`src/rtl/regbus_pkg.sv`:
```
package regbus_pkg;

  localparam int WORD_W = 16;
  localparam int BYTE_W = 8;

  // Decode class of an address
  typedef enum logic [1:0] {
    HIT_NONE = 2'd0,
    HIT_CTRL = 2'd1,
    HIT_STAT = 2'd2
  } hit_e;

  // Per-access byte lane enables
  typedef struct packed {
    logic hi;
    logic lo;
  } lane_t;

endpackage

```
`src/rtl/regbus_decode.sv`:
```
module regbus_decode
  import regbus_pkg::*;
#(
  parameter int ADDR_W    = 6,
  parameter int N_CTRL    = 8,
  parameter int STAT_BASE = 16,
  parameter int N_STAT    = 8,
  localparam int CI_W     = (N_CTRL > 1) ? $clog2(N_CTRL) : 1,
  localparam int SI_W     = (N_STAT > 1) ? $clog2(N_STAT) : 1
) (
  input  logic [ADDR_W-1:0] addr,
  output hit_e              hit,
  output logic [CI_W-1:0]   ctrl_idx,
  output logic [SI_W-1:0]   stat_idx
);

  localparam logic [ADDR_W:0] CTRL_END  = (ADDR_W+1)'(N_CTRL);
  localparam logic [ADDR_W:0] STAT_LO   = (ADDR_W+1)'(STAT_BASE);
  localparam logic [ADDR_W:0] STAT_HI   = (ADDR_W+1)'(STAT_BASE + N_STAT);

  logic [ADDR_W:0] addr_x;
  logic [ADDR_W:0] stat_off;
  logic            in_ctrl;
  logic            in_stat;

  always_comb begin
    addr_x   = {1'b0, addr};
    stat_off = addr_x - STAT_LO;
    in_ctrl  = (addr_x < CTRL_END);
    in_stat  = (addr_x >= STAT_LO) && (addr_x < STAT_HI);
    ctrl_idx = addr_x[CI_W-1:0];
    stat_idx = stat_off[SI_W-1:0];
    if (in_ctrl) begin
      hit = HIT_CTRL;
    end else if (in_stat) begin
      hit = HIT_STAT;
    end else begin
      hit = HIT_NONE;
    end
  end

endmodule

```
`src/rtl/regbus_ctrl_file.sv`:
```
module regbus_ctrl_file
  import regbus_pkg::*;
#(
  parameter int          N_CTRL    = 8,
  parameter logic [15:0] RESET_VAL = 16'h0000,
  localparam int         CI_W      = (N_CTRL > 1) ? $clog2(N_CTRL) : 1
) (
  input  logic                     clk,
  input  logic                     rst_n,
  input  logic                     we,
  input  logic [CI_W-1:0]          idx,
  input  lane_t                    lanes,
  input  logic [WORD_W-1:0]        wd,
  output logic [N_CTRL*WORD_W-1:0] ctrl_q
);

  logic [WORD_W-1:0] word_q [N_CTRL];
  logic [WORD_W-1:0] word_d [N_CTRL];
  logic              word_en [N_CTRL];

  for (genvar g = 0; g < N_CTRL; g++) begin : g_word
    // next-state
    always_comb begin
      word_en[g] = we && (idx == CI_W'(g));
      word_d[g]  = word_q[g];
      if (lanes.lo) begin
        word_d[g][BYTE_W-1:0] = wd[BYTE_W-1:0];
      end
      if (lanes.hi) begin
        word_d[g][WORD_W-1:BYTE_W] = wd[WORD_W-1:BYTE_W];
      end
    end

    // register
    always_ff @(posedge clk or negedge rst_n) begin
      if (!rst_n) begin
        word_q[g] <= RESET_VAL;
      end else if (word_en[g]) begin
        word_q[g] <= word_d[g];
      end
    end

    assign ctrl_q[g*WORD_W +: WORD_W] = word_q[g];
  end

endmodule

```
`src/rtl/regbus_read_path.sv`:
```
module regbus_read_path
  import regbus_pkg::*;
#(
  parameter int  N_CTRL = 8,
  parameter int  N_STAT = 8,
  localparam int CI_W   = (N_CTRL > 1) ? $clog2(N_CTRL) : 1,
  localparam int SI_W   = (N_STAT > 1) ? $clog2(N_STAT) : 1
) (
  input  logic                     clk,
  input  logic                     rst_n,
  input  logic                     rd_en,
  input  logic                     byte_mode,
  input  logic                     byte_hi,
  input  hit_e                     hit,
  input  logic [CI_W-1:0]          ctrl_idx,
  input  logic [SI_W-1:0]          stat_idx,
  input  logic [N_CTRL*WORD_W-1:0] ctrl_q,
  input  logic [N_STAT*WORD_W-1:0] stat_i,
  output logic [WORD_W-1:0]        rdata
);

  logic [WORD_W-1:0] ctrl_w [N_CTRL];
  logic [WORD_W-1:0] stat_w [N_STAT];
  logic [WORD_W-1:0] sel_word;
  logic              mapped;
  logic              snap_en;
  logic [BYTE_W-1:0] snap_q;
  logic [BYTE_W-1:0] snap_d;
  logic [WORD_W-1:0] rdata_d;

  for (genvar c = 0; c < N_CTRL; c++) begin : g_cw
    assign ctrl_w[c] = ctrl_q[c*WORD_W +: WORD_W];
  end
  for (genvar s = 0; s < N_STAT; s++) begin : g_sw
    assign stat_w[s] = stat_i[s*WORD_W +: WORD_W];
  end

  // word selection
  always_comb begin
    unique case (hit)
      HIT_CTRL: sel_word = ctrl_w[ctrl_idx];
      HIT_STAT: sel_word = stat_w[stat_idx];
      default:  sel_word = '0;
    endcase
    mapped = (hit != HIT_NONE);
  end

  // snapshot and read-data next-state
  always_comb begin
    snap_en = rd_en && byte_mode && !byte_hi && mapped;
    snap_d  = sel_word[WORD_W-1:BYTE_W];
    if (!byte_mode) begin
      rdata_d = sel_word;
    end else if (byte_hi) begin
      rdata_d = {{BYTE_W{1'b0}}, snap_q};
    end else begin
      rdata_d = {{BYTE_W{1'b0}}, sel_word[BYTE_W-1:0]};
    end
  end

  always_ff @(posedge clk or negedge rst_n) begin
    if (!rst_n) begin
      snap_q <= '0;
    end else if (snap_en) begin
      snap_q <= snap_d;
    end
  end

  always_ff @(posedge clk or negedge rst_n) begin
    if (!rst_n) begin
      rdata <= '0;
    end else if (rd_en) begin
      rdata <= rdata_d;
    end
  end

endmodule

```
`src/rtl/regbus_bridge.sv`:
```
module regbus_bridge
  import regbus_pkg::*;
#(
  parameter int          ADDR_W    = 6,
  parameter int          N_CTRL    = 8,
  parameter int          STAT_BASE = 16,
  parameter int          N_STAT    = 8,
  parameter logic [15:0] RESET_VAL = 16'h0000
) (
  input  logic                     clk,
  input  logic                     rst_n,
  input  logic                     byte_mode,
  input  logic                     cs,
  input  logic                     rd,
  input  logic                     wr,
  input  logic [ADDR_W-1:0]        addr,
  input  logic [15:0]              wdata,
  output logic [15:0]              rdata,
  output logic [N_CTRL*16-1:0]     ctrl_q,
  input  logic [N_STAT*16-1:0]     stat_i
);

  localparam int CI_W = (N_CTRL > 1) ? $clog2(N_CTRL) : 1;
  localparam int SI_W = (N_STAT > 1) ? $clog2(N_STAT) : 1;

  hit_e              hit;
  logic [CI_W-1:0]   ctrl_idx;
  logic [SI_W-1:0]   stat_idx;
  logic              rd_en;
  logic              wr_en;
  logic              byte_hi;
  lane_t             lanes;
  logic [WORD_W-1:0] wd_steer;

  regbus_decode #(
    .ADDR_W   (ADDR_W),
    .N_CTRL   (N_CTRL),
    .STAT_BASE(STAT_BASE),
    .N_STAT   (N_STAT)
  ) u_decode (
    .addr    (addr),
    .hit     (hit),
    .ctrl_idx(ctrl_idx),
    .stat_idx(stat_idx)
  );

  // strobe qualification and byte steering
  always_comb begin
    rd_en   = cs && rd;
    wr_en   = cs && wr && (hit == HIT_CTRL);
    byte_hi = byte_mode && wdata[WORD_W-1];
    if (byte_mode) begin
      lanes.hi = byte_hi;
      lanes.lo = !byte_hi;
      wd_steer = {wdata[BYTE_W-1:0], wdata[BYTE_W-1:0]};
    end else begin
      lanes.hi = 1'b1;
      lanes.lo = 1'b1;
      wd_steer = wdata;
    end
  end

  regbus_ctrl_file #(
    .N_CTRL   (N_CTRL),
    .RESET_VAL(RESET_VAL)
  ) u_ctrl (
    .clk   (clk),
    .rst_n (rst_n),
    .we    (wr_en),
    .idx   (ctrl_idx),
    .lanes (lanes),
    .wd    (wd_steer),
    .ctrl_q(ctrl_q)
  );

  regbus_read_path #(
    .N_CTRL(N_CTRL),
    .N_STAT(N_STAT)
  ) u_read (
    .clk      (clk),
    .rst_n    (rst_n),
    .rd_en    (rd_en),
    .byte_mode(byte_mode),
    .byte_hi  (byte_hi),
    .hit      (hit),
    .ctrl_idx (ctrl_idx),
    .stat_idx (stat_idx),
    .ctrl_q   (ctrl_q),
    .stat_i   (stat_i),
    .rdata    (rdata)
  );

endmodule

```
`config.mk`:
```
export PLATFORM = sky130hd
export DESIGN_NAME = regbus_bridge
export DESIGN_NICKNAME = d
export VERILOG_FILES = /design/src/rtl/regbus_pkg.sv /design/src/rtl/regbus_decode.sv /design/src/rtl/regbus_ctrl_file.sv /design/src/rtl/regbus_read_path.sv /design/src/rtl/regbus_bridge.sv
export SDC_FILE = /design/constraint.sdc
export NUM_CORES = 1
export LEC_CHECK = 0
export ABC_AREA = 1
export BUFFER_PORTS_ARGS = -buffer_cell sky130_fd_sc_hd__buf_4
export CORE_MARGIN = 2
export CORE_UTILIZATION = 38
export CTS_CLUSTER_DIAMETER = 150
export DETAILED_ROUTE_END_ITERATION = 7
export PLACE_DENSITY = 0.61
export SLEW_MARGIN = 20
export SYNTH_ARGS = -nofsm -noshare
export SYNTH_HDL_FRONTEND = slang
export SYNTH_HIERARCHICAL = 1
export SYNTH_SLANG_ARGS = --single-unit
```
`constraint.sdc`:
```
create_clock -name clk -period 2.5 [get_ports clk]
set_input_delay 0.5 -clock clk [delete_from_list [all_inputs] [get_ports clk]]
set_output_delay 0.5 -clock clk [all_outputs]
set_load 0.01 [all_outputs]
```
==> results.cfg <==
[status]
status = finished, final reports clean

[timing]
slew_viol_final = 0
fin_skew_ns = 0.007393
grt_setup_unrepaired = false
max_slew_margin = 0.5652
fin_ws_ns = 0.6014
worstMarginPinSlew_ns = 0.6522
setup_viol = 0
finalCriticalPeriod_ns = 1.899
min_period_over_period = 0.7594
clock.fmax_ghz = 0.5267
final.setup.tns_ns = 0
whs_ns = 0.01330
hold_viol_final = 0

[critical_path]
path_max_fanout = 8
crit_path_end_kind = register
r2r_setup_slack_ns = 1.09
cp-start-kind = input pin
r2r_cells = 8
regToRegStartpoint = u_ctrl/ctrl_q[13]$_DFFE_PN0P_
worst_r2r_endpoint = u_read/rdata[13]$_DFFE_PN0P_
crit_top_cell = nand2_1
crit_chain = buf_4 > inv_1 > nand2_1 > nor2_1 > nand2_1 > nor2_1 > nand2_1 > inv_1 > nand3_1 > nand2_1 > nand2_1
cpPeakStageDelay_ns = 0.34
arrival_ns = 2.21
critPathBufInv = 3
crit_cells = 11
cp.required_ns = 2.81
crit_family = simple AND/OR/NAND/NOR gates
slowest_stage = nand3_1
path_class = input pin to register

[logic_synthesis]
yosysTopAreaCell = dfrtp_1
ys_warn_count = 6
ys_seq_area_frac = 0.4013
synth_top_cells_by_area = dfrtp_1, nand2_1, nand3_1
syn_area_um2 = 9479
synth_top_area_share = 0.4013
syn-num-nets = 1608
postSynthCellCount = 1449
ys_ff_latch = 152
yosysUniqueCellTypes = 24
avgSynthCellArea_um2 = 6.542
synthArstFlopShare = 1.000
synth_common_cells = nand2_1, nand3_1, dfrtp_1
synthFlopType = dfrtp_1
synth.most_common_cell = nand2_1
synth_edf_count = 0

[clocking]
cts_setup_buffers = 0
cts.clk_slew.worst_paths_ns = 0.07
clock-root-buffer = clkbuf_16
numClockSinks = 152
ctsHoldBuffers = 0
clock_path_buffers = 2
ctsResizeCount = 0
clk_latency_ns = 0.43
cts-htree-levels = 4
cts_tree = built
numCtsBuffers = 17

[detailed_routing]
drt_wl_total_um = 36820
drtAntennaViolNets = 0
first_pass_iters = 5
drt-initial-drc-count = 856
drc = 0
via_per_inst = 5.178
vias = 10580
wire_per_inst_um = 18.01

[die]
die-area_um2 = 26220
start_util = 0.3886
chipWidth_um = 161.9
pin_count = 300
fp.coreArea_um2 = 24390
std_cell_rows = 57
fp.dieH_um = 161.9

[hold_path]
worstHoldPathType = input pin to async pin

[power]
p_leak_uw = 0.007146
power.density_nw_per_um2 = 555.0
vdd_ir_drop_max_uv = 508.3

[place]
dp_cells = 2011
pre_cts_slack_ns = 0.1870
place.gp.congestion = 0.8562
io_buffer_count = 299
dp_hpwl_um = 26400

[global_route]
grt_pass1_vias = 9972
grt_max_degree = 73
grt_antenna_before_repair = 1
grt_pass1_wl_um = 55750
grt_overflow = 0
grt_usage = 0.2740

[finish]
fin_util = 0.5145
final_nets = 1865
drive_above_1_share = 0.2251
final_cells = 2044
syn2layout_area_growth_pct = 32.39

[job]
max-cap-violations = 0
-- flip-flops by register name, indices dropped and copies added (netlist names) --
name	count
u_read/rdata	16
u_ctrl/ctrl_q	128
u_read/snap_q	8
-- routing by layer --
| layer | share of wire | track usage |
|---|---|---|
| met2 | 0.47 | 0.4489 |
| met4 | 0.024 | 0.09694 |
| met1 | 0.41 | 0.3663 |
| met5 | 0 | 0 |
| met3 | 0.089 | 0.04724 |
-- layout by cell type, fill, tap and decap left out, drive strengths merged --
cell type / instances
a21boi: 1
ha: 3
dfrtp: 152
nand4: 32
clkbuf: 17
nor2: 135
a21oi: 8
or2: 1
inv: 128
diode: 1
o21ai: 56
nand2: 548
clkinvlp: 2
nand3: 278
bufinv: 5
buf: 345
clkinv: 7
and3: 1
-- stage by stage --
stage               power, µW  cell area, µm²
finish                   6965           12550
global route             7266           12550
CTS                      7004           12550
detailed placement       4136           11900
global placement         4123           11900
floorplan                3433            9479
-- where the power goes --
part           internal [µW]  leakage (µW)  switching [µW]
clock                   1780      0.000314            1090
sequential              2610       0.00208             157
combinational            564       0.00475             770
-- worst max-delay path by stage --
stage / start / endpoint / slack, ns
3_3_place_gp: addr[3] / u_ctrl/ctrl_q[80]$_DFFE_PN0P_ / 0.27
6_report: addr[3] / u_ctrl/ctrl_q[88]$_DFFE_PN0P_ / 0.60
3_5_place_dp: addr[3] / u_ctrl/ctrl_q[88]$_DFFE_PN0P_ / 0.19
2_1_floorplan: addr[3] / u_read/rdata[2]$_DFFE_PN0P_ / 0.61
5_1_grt: addr[3] / u_ctrl/ctrl_q[90]$_DFFE_PN0P_ / 0.39
4_1_cts: addr[3] / u_ctrl/ctrl_q[88]$_DFFE_PN0P_ / 0.64
-- kinds of logic (layout without fill, tap and decap cells) --
| group | count (synthesis) | after routing | synth area share |
|---|---|---|---|
| other | 0 | 1 | 0 |
| buffers and inverters | 234 | 504 | 0.1197 |
| AOI/OAI and AO/OA | 65 | 65 | 0.03458 |
| and+or+nand+nor | 995 | 995 | 0.4405 |
| adders and majority gates | 3 | 3 | 0.003960 |
| DFF | 152 | 152 | 0.4013 |
-- cell type report --
type                       count  area, µm²
multi-input combinational   1063       4543
clock buffer                  17      425.4
tap                          324      405.4
fill                        2482      11840
antenna                        1      2.502
sequential                   152       3804
clock inverter                15      224.0
timing repair buffer         345       2669
inverter                     127      476.7
No activity file was read; power rests on OpenSTA's default activity.
